===== config.mk =====
export PLATFORM = sky130hd
export DESIGN_NAME = pix_xform
export DESIGN_NICKNAME = d
export VERILOG_FILES = /design/src/rtl/pxf_pkg.sv /design/src/rtl/pxf_color.sv /design/src/rtl/pxf_linebuf.sv /design/src/rtl/pxf_ctrl.sv /design/src/rtl/pix_xform.sv
export SDC_FILE = /design/constraint.sdc
export NUM_CORES = 1
export LEC_CHECK = 0
export CORE_MARGIN = 2
export CORE_UTILIZATION = 35
export CTS_BUF_LIST = sky130_fd_sc_hd__clkbuf_2 sky130_fd_sc_hd__clkbuf_4 sky130_fd_sc_hd__clkbuf_8
export CTS_CLUSTER_SIZE = 30
export DETAILED_ROUTE_END_ITERATION = 8
export PLACE_DENSITY = 0.49
export SETUP_SLACK_MARGIN = 0.05
export SKIP_LAST_GASP = 1
export SLEW_MARGIN = 10
export SYNTH_ARGS = -nofsm -noshare
export SYNTH_HDL_FRONTEND = slang
export SYNTH_SLANG_ARGS = --single-unit

===== constraint.sdc =====
create_clock -name clk -period 16.3 [get_ports clk]
set_clock_uncertainty 0.2 [all_clocks]
set_input_delay 3.26 -clock clk [delete_from_list [all_inputs] [get_ports clk]]
set_output_delay 3.26 -clock clk [all_outputs]
set_load 0.005 [all_outputs]

===== src/rtl/pxf_pkg.sv =====
package pxf_pkg;

    localparam int CFG_W = 5;

    // Configuration word, most significant field first.
    typedef struct packed {
        logic blank_white;  // bit 4
        logic hflip;        // bit 3
        logic swap_rb;      // bit 2
        logic remap;        // bit 1
        logic invert;       // bit 0
    } pxf_cfg_t;

    typedef enum logic [1:0] {
        ST_IDLE  = 2'd0,
        ST_PASS  = 2'd1,
        ST_FILL  = 2'd2,
        ST_DRAIN = 2'd3
    } pxf_state_t;

    typedef enum logic [1:0] {
        SRC_BLANK = 2'd0,
        SRC_PASS  = 2'd1,
        SRC_BUF   = 2'd2
    } pxf_src_t;

endpackage


===== src/rtl/pxf_color.sv =====
module pxf_color #(
    parameter int PIX_W = 8
) (
    input  logic               invert,
    input  logic               remap,
    input  logic               swap_rb,
    input  logic [3*PIX_W-1:0] pix_i,
    output logic [3*PIX_W-1:0] pix_o
);
    localparam int SHIFT = 2;
    localparam int NCH   = 3;

    logic [PIX_W-1:0] stage [NCH];

    // Per-channel: shift first, then invert.
    for (genvar ch = 0; ch < NCH; ch++) begin : g_chan
        logic [PIX_W-1:0] raw;
        logic [PIX_W-1:0] mapped;
        assign raw         = pix_i[ch*PIX_W +: PIX_W];
        assign mapped      = remap ? (raw << SHIFT) : raw;
        assign stage[ch]   = invert ? ~mapped : mapped;
    end

    // Channel exchange is the final step; index 2 is red, 0 is blue.
    always_comb begin
        if (swap_rb) begin
            pix_o = {stage[0], stage[1], stage[2]};
        end else begin
            pix_o = {stage[2], stage[1], stage[0]};
        end
    end

endmodule


===== src/rtl/pxf_linebuf.sv =====
module pxf_linebuf #(
    parameter int DW    = 24,
    parameter int DEPTH = 64,
    localparam int AW   = $clog2(DEPTH)
) (
    input  logic          clk,
    input  logic          wr_en,
    input  logic [AW-1:0] wr_addr,
    input  logic [DW-1:0] wr_data,
    input  logic [AW-1:0] rd_addr,
    output logic [DW-1:0] rd_data
);
    logic [DW-1:0] mem [DEPTH];

    always_ff @(posedge clk) begin
        if (wr_en) begin
            mem[wr_addr] <= wr_data;
        end
    end

    assign rd_data = mem[rd_addr];

endmodule


===== src/rtl/pxf_ctrl.sv =====
module pxf_ctrl import pxf_pkg::*; #(
    parameter int LINE_MAX = 64,
    localparam int AW      = $clog2(LINE_MAX)
) (
    input  logic          clk,
    input  logic          rst_n,
    input  logic          in_valid,
    input  logic          in_sol,
    input  logic          in_eol,
    input  logic          out_ready,
    input  logic          flip,
    output logic          at_start,
    output logic          in_ready,
    output logic          out_valid,
    output logic          out_sol,
    output logic          out_eol,
    output pxf_src_t      src,
    output logic          cfg_load,
    output logic          wr_en,
    output logic [AW-1:0] wr_addr,
    output logic [AW-1:0] rd_addr
);
    localparam logic [AW-1:0] LAST = AW'(LINE_MAX - 1);

    pxf_state_t    state_q, state_d;
    logic [AW-1:0] wr_ptr_q, wr_ptr_d;
    logic [AW-1:0] rd_ptr_q, rd_ptr_d;
    logic [AW-1:0] top_q, top_d;

    assign at_start = (state_q == ST_IDLE) && in_valid && in_sol;

    // State register
    always_ff @(posedge clk) begin
        if (!rst_n) begin
            state_q  <= ST_IDLE;
            wr_ptr_q <= '0;
            rd_ptr_q <= '0;
            top_q    <= '0;
        end else begin
            state_q  <= state_d;
            wr_ptr_q <= wr_ptr_d;
            rd_ptr_q <= rd_ptr_d;
            top_q    <= top_d;
        end
    end

    // Next-state logic
    always_comb begin
        state_d  = state_q;
        wr_ptr_d = wr_ptr_q;
        rd_ptr_d = rd_ptr_q;
        top_d    = top_q;
        unique case (state_q)
            ST_IDLE: begin
                if (at_start && flip) begin
                    if (in_eol) begin          // start-single
                        state_d  = ST_DRAIN;
                        rd_ptr_d = '0;
                        top_d    = '0;
                    end else begin             // start-fill
                        state_d  = ST_FILL;
                        wr_ptr_d = AW'(1);
                    end
                end else if (at_start && out_ready && !in_eol) begin
                    state_d = ST_PASS;         // start-pass
                end
            end
            ST_PASS: begin
                if (in_valid && out_ready && in_eol) begin
                    state_d = ST_IDLE;         // line-done
                end
            end
            ST_FILL: begin
                if (in_valid) begin
                    if (in_eol || (wr_ptr_q == LAST)) begin
                        state_d  = ST_DRAIN;   // capture-done
                        rd_ptr_d = wr_ptr_q;
                        top_d    = wr_ptr_q;
                    end else begin
                        wr_ptr_d = wr_ptr_q + AW'(1);
                    end
                end
            end
            ST_DRAIN: begin
                if (out_ready) begin
                    if (rd_ptr_q == '0) begin
                        state_d = ST_IDLE;     // drain-done
                    end else begin
                        rd_ptr_d = rd_ptr_q - AW'(1);
                    end
                end
            end
            default: state_d = ST_IDLE;
        endcase
    end

    // Output logic
    always_comb begin
        in_ready  = 1'b0;
        out_valid = 1'b0;
        out_sol   = 1'b0;
        out_eol   = 1'b0;
        src       = SRC_BLANK;
        cfg_load  = 1'b0;
        wr_en     = 1'b0;
        wr_addr   = wr_ptr_q;
        rd_addr   = rd_ptr_q;
        unique case (state_q)
            ST_IDLE: begin
                if (at_start && flip) begin
                    in_ready = 1'b1;
                    cfg_load = 1'b1;
                    wr_en    = 1'b1;
                    wr_addr  = '0;
                end else if (at_start) begin
                    out_valid = 1'b1;
                    src       = SRC_PASS;
                    in_ready  = out_ready;
                    out_sol   = 1'b1;
                    out_eol   = in_eol;
                    cfg_load  = out_ready;
                end else begin
                    in_ready  = 1'b1;
                    out_valid = 1'b1;
                end
            end
            ST_PASS: begin
                out_valid = in_valid;
                src       = SRC_PASS;
                in_ready  = out_ready;
                out_eol   = in_eol;
            end
            ST_FILL: begin
                in_ready = 1'b1;
                wr_en    = in_valid;
            end
            ST_DRAIN: begin
                out_valid = 1'b1;
                src       = SRC_BUF;
                out_sol   = (rd_ptr_q == top_q);
                out_eol   = (rd_ptr_q == '0);
            end
            default: ;
        endcase
    end

    // no input accepted while a captured line is emitted
    p_drain_stall_r7: assert property (@(posedge clk) disable iff (!rst_n)
        (state_q == ST_DRAIN) |-> !in_ready);

    // nothing emitted while a line is captured
    p_fill_quiet_r7: assert property (@(posedge clk) disable iff (!rst_n)
        (state_q == ST_FILL) |-> (!out_valid && in_ready));

    // a full buffer ends the capture
    p_cap_end_r8: assert property (@(posedge clk) disable iff (!rst_n)
        (state_q == ST_FILL && in_valid && wr_ptr_q == LAST) |=> (state_q == ST_DRAIN));

    // filler between lines
    p_filler_r10: assert property (@(posedge clk) disable iff (!rst_n)
        (state_q == ST_IDLE && !in_valid) |-> (out_valid && !out_sol && !out_eol && in_ready));

    // a stalled drain holds its position
    p_hold_r11: assert property (@(posedge clk) disable iff (!rst_n)
        (state_q == ST_DRAIN && !out_ready) |=> (state_q == ST_DRAIN && $stable(rd_ptr_q)));

endmodule


===== src/rtl/pix_xform.sv =====
module pix_xform import pxf_pkg::*; #(
    parameter int PIX_W    = 8,
    parameter int LINE_MAX = 64
) (
    input  logic               clk,
    input  logic               rst_n,
    input  logic [CFG_W-1:0]   cfg_i,
    input  logic               in_valid,
    output logic               in_ready,
    input  logic [3*PIX_W-1:0] in_data,
    input  logic               in_sol,
    input  logic               in_eol,
    output logic               out_valid,
    input  logic               out_ready,
    output logic [3*PIX_W-1:0] out_data,
    output logic               out_sol,
    output logic               out_eol
);
    localparam int DW = 3 * PIX_W;
    localparam int AW = $clog2(LINE_MAX);

    function automatic logic [DW-1:0] low_mask();
        logic [DW-1:0] m;
        m = '0;
        for (int c = 0; c < 3; c++) begin
            m[c*PIX_W]     = 1'b1;
            m[c*PIX_W + 1] = 1'b1;
        end
        return m;
    endfunction

    localparam logic [DW-1:0] LOW2 = low_mask();

    pxf_cfg_t      cfg_q, cfg_eff;
    logic          at_start, cfg_load, wr_en;
    logic [AW-1:0] wr_addr, rd_addr;
    logic [DW-1:0] xf_data, buf_data;
    pxf_src_t      src;

    always_ff @(posedge clk) begin
        if (!rst_n) begin
            cfg_q <= '0;
        end else if (cfg_load) begin
            cfg_q <= pxf_cfg_t'(cfg_i);
        end
    end

    assign cfg_eff = at_start ? pxf_cfg_t'(cfg_i) : cfg_q;

    pxf_color #(.PIX_W(PIX_W)) u_color (
        .invert  (cfg_eff.invert),
        .remap   (cfg_eff.remap),
        .swap_rb (cfg_eff.swap_rb),
        .pix_i   (in_data),
        .pix_o   (xf_data)
    );

    pxf_linebuf #(.DW(DW), .DEPTH(LINE_MAX)) u_buf (
        .clk     (clk),
        .wr_en   (wr_en),
        .wr_addr (wr_addr),
        .wr_data (xf_data),
        .rd_addr (rd_addr),
        .rd_data (buf_data)
    );

    pxf_ctrl #(.LINE_MAX(LINE_MAX)) u_ctrl (
        .clk       (clk),
        .rst_n     (rst_n),
        .in_valid  (in_valid),
        .in_sol    (in_sol),
        .in_eol    (in_eol),
        .out_ready (out_ready),
        .flip      (cfg_eff.hflip),
        .at_start  (at_start),
        .in_ready  (in_ready),
        .out_valid (out_valid),
        .out_sol   (out_sol),
        .out_eol   (out_eol),
        .src       (src),
        .cfg_load  (cfg_load),
        .wr_en     (wr_en),
        .wr_addr   (wr_addr),
        .rd_addr   (rd_addr)
    );

    always_comb begin
        unique case (src)
            SRC_PASS: out_data = xf_data;
            SRC_BUF:  out_data = buf_data;
            default:  out_data = {DW{cfg_q.blank_white}};
        endcase
    end

    // a shifted, non-inverted pixel has zero low bits in every channel
    p_remap_low_r4: assert property (@(posedge clk) disable iff (!rst_n)
        (out_valid && src == SRC_PASS && cfg_eff.remap && !cfg_eff.invert)
        |-> ((out_data & LOW2) == '0));

    // the stored configuration moves only on an accepted line start
    p_cfg_hold_r9: assert property (@(posedge clk) disable iff (!rst_n)
        !(in_valid && in_sol && in_ready) |=> $stable(cfg_q));

endmodule


==> run summary <==
* **Final Critical Period** 10,830 ps
* **capturing element type of the critical path** output port
* **fraction of power consumed by the clock network** 0.353
* **total vias in the final route** 32,096
* **number of hold violations in the final report** 0
* **die area** 179,000 µm²
* **Post-synth top flop** edfxtp_1
* **aggregate negative setup slack** 0 ps
* **Port-buffer cells** 62
* **r2r setup slk** 11,760 ps
* **Final GP Congestion** 0.781
* **Placement Rows** 153
* **clock transition time at the flip-flop clock pins of the worst setup and hold paths** 60 ps
* **number of setup buffers added after CTS** 0
* **TritonCTS clock tree** yes
* **detailed route wirelength on metal2** 93.0 mm
* **transition time at the pin with the least slew margin** 1290 ps
* **# resized after CTS** 0
* **switch share** 0.261
* **number of top-level pins** 63
* **highest routed metal layer** met4
* **number of optimization iterations in the first detailed-route pass** 5
* **Ys Warns** 0
* **via density per instance** 5.61
* **list of most frequent post-synthesis cells** 1,536 x edfxtp_1, 371 x mux4_2, 178 x nand2_1
* **post-route core utilization** 0.405
* **Root Driver** clkbuf_8
* **Leak Pwr** 22.0 nW
* **Synthesized Nets** 2,968
* **share of final-layout standard cells stronger than drive strength 1** 0.298
* **Pins Over Slew Limit** 0
* **layout filler cell count** 15,443
* **first-pass GRT wire length** 259 mm
* **post-synthesis sequential element count** 1,566
* **average footprint of a synthesized cell** 21.0 µm²
* **number of distinct library cells after synthesis** 64
* **total power density per cell area** 139 nW/µm²
* **unrepaired setup endpoints after global routing** no
* **sum of net half-perimeters after detailed placement** 99.0 mm
* **fraction of registers with async set/reset** 0
* **peak clock frequency supported by timing** 92.4 MHz
* **maximum vdd drop** 74.9 µV
* **sum of routed wire length over all layers** 188 mm
* **total met3 wirelength after detailed routing** 12.5 mm
* **required time of the critical path** 12,840 ps
* **via count of the first global-routing pass** 32,974
* **CTS H-tree depth** 5
* **cell taking the most area after synthesis** edfxtp_1
* **die boundary width** 423 µm
* **critical path arrival** 7370 ps
* **number of enable flip-flop cells after synthesis** 1,536
* **most frequent cell after synthesis** edfxtp_1
* **Iter 0 DRT Violations** 3,596
* **post-synthesis cell count** 2,924
* **DRC violations left** 0
* **remaining antenna violation count after routing** 0
* **maximum fanout encountered on the critical timing path** 22
* **vertical die dimension** 423 µm
* **number of clock sinks** 1,566
* **cell area after synthesis** 61,500 µm²
* **Logic pwr share** 0.151
* **Clock Path Buffers** 4
* **effective utilization at floorplan** 0.353
* **total overflow reported by the global router** 0
* **Area contributors post-synth** edfxtp_1 75%, mux4_2 14%, mux2i_1 2.1%
* **power share of the sequential group** 0.496
* **CTS Buf Count** 280
* **Slew Limit Headroom** 0.129
* **area of the core** 174,000 µm²
* **final-stage net count** 3,279
* **routed len/inst** 32.8 µm
* **crit path launch type** input port
* **net switching power of the design** 2.56 mW
* **pin count of the biggest net entering global routing** 107
* **type of the worst min-delay path** register to register
* **met1 WL** 77.8 mm
* **Power Internal** 7.25 mW
* **kind of critical path** input port to output port
* **max-cap violations** 0
* **count of hold buffers inserted by post-cts repair** 0
* **sequential-to-total area share from yosys stat** 0.760
* **Layout Area Growth over Synthesis** 14.8%
* **antenna violations before repair** 7
* **Worst-Skew Late Latency** 960 ps
* **status** finished, final reports clean
* **post-synth top area share** 0.750
* **Total GRT Usage** 0.208
* **ratio of final minimum period to clock period** 0.664
* **Finish-stage setup viols** 0
## power by group through the flow
| stage | Clock, mW | Sequential, mW | Combinational (mW) |
|---|---|---|---|
| 2_1_floorplan | 0 | 4.94 | 0.967 |
| 3_3_place_gp | 0 | 4.95 | 1.46 |
| 3_5_place_dp | 0 | 4.95 | 1.50 |
| 4_1_cts | 3.53 | 4.87 | 1.51 |
| 5_1_grt | 3.68 | 4.87 | 1.59 |
| 6_report | 3.46 | 4.87 | 1.48 |
## through the flow
step | setup WS (ps) | power [mW] | hold slack, ps | cells | cell area [µm²]
final | 5470 | 9.81 | 328 | 5726 | 70600
after floorplan | 6200 | 5.91 | 276 | 2924 | 61500
after global placement | 5500 | 6.41 | 301 | 5278 | 65500
after detailed placement | 5460 | 6.45 | 317 | 5278 | 65500
after global routing | 5360 | 10.1 | 365 | 5726 | 70600
after CTS | 5450 | 9.90 | 324 | 5725 | 70600
## logic make-up after synthesis
group	after synthesis	share of synthesized area
buffers and inverters	176	0.0171
AOI/OAI and AO/OA	245	0.0286
and+or+nand+nor	378	0.0265
xor gates and xnor gates	30	0.00427
adders and majority gates	9	0.00183
DFF	1566	0.760
muxes	520	0.162
## state kept, by name, indices dropped and copies added, names as in the netlist, named ones only
register and cells:
u_ctrl.state_q 2, u_buf.mem 1536, u_ctrl.rd_addr 6, cfg_q 4
u_ctrl.wr_ptr_q 6, u_ctrl.top_q 6
## cells in the final DEF (no fill, tap or decap), types with 14 or more instances in the layout
cell type	Yosys	final
nor2_1	106	41
a32oi_1	22	22
dfxtp_1	30	26
clkbuf_4	0	78
nand2_1	178	178
a211oi_1	17	17
a221oi_1	22	22
nand3_1	31	31
mux4_2	371	371
mux2i_1	129	129
nor2_2	0	63
buf_4	30	123
clkdlybuf4s50_1	0	62
edfxtp_1	1536	1536
clkbuf_8	0	287
clkinv_2	0	14
clkinv_1	0	56
o22ai_1	38	38
a21oi_1	37	37
a31oi_1	19	19
## cell type report
cell class	instances	area (µm²)	share of cell area
Tap cell	2325	2910	0.0412
Multi-Input combinational cell	1182	14200	0.201
Clock buffer	365	4540	0.0643
Inverter	17	66.3	0.000940
Antenna cell	1	2.50	0.0000355
Clock inverter	82	528	0.00748
Timing Repair Buffer	188	1600	0.0227
Sequential cell	1566	46700	0.662
## final timing paths
kind / startpoint / endpoint / cells past startpoint
max: in_valid / out_data[11] / 10
min: u_ctrl.state_q[0] / u_ctrl.state_q[0] / 2
max reg2reg: u_ctrl.state_q[0] / u_buf.mem[42][12] / 7
min reg2reg: u_ctrl.state_q[0] / u_ctrl.state_q[0] / 2
## per-layer routing
| metal | vias to the layer above | global-route usage |
|---|---|---|
| met5 | - | 0 |
| met4 | 0 | 0.0599 |
| met3 | 297 | 0.0364 |
| met2 | 1385 | 0.345 |
| met1 | 17585 | 0.280 |
| li1 | 12829 | - |
## worst max-delay path, cell delays in order
cell,delay [ps]
clkdlybuf4s50_1,610
nand3_1,290
nor2_1,590
o21a_1,180
buf_4,470
nor3b_4,150
buf_4,340
a221oi_1,740
nand2_1,200
clkdlybuf4s50_1,490
(Power assumes the default switching activity.)
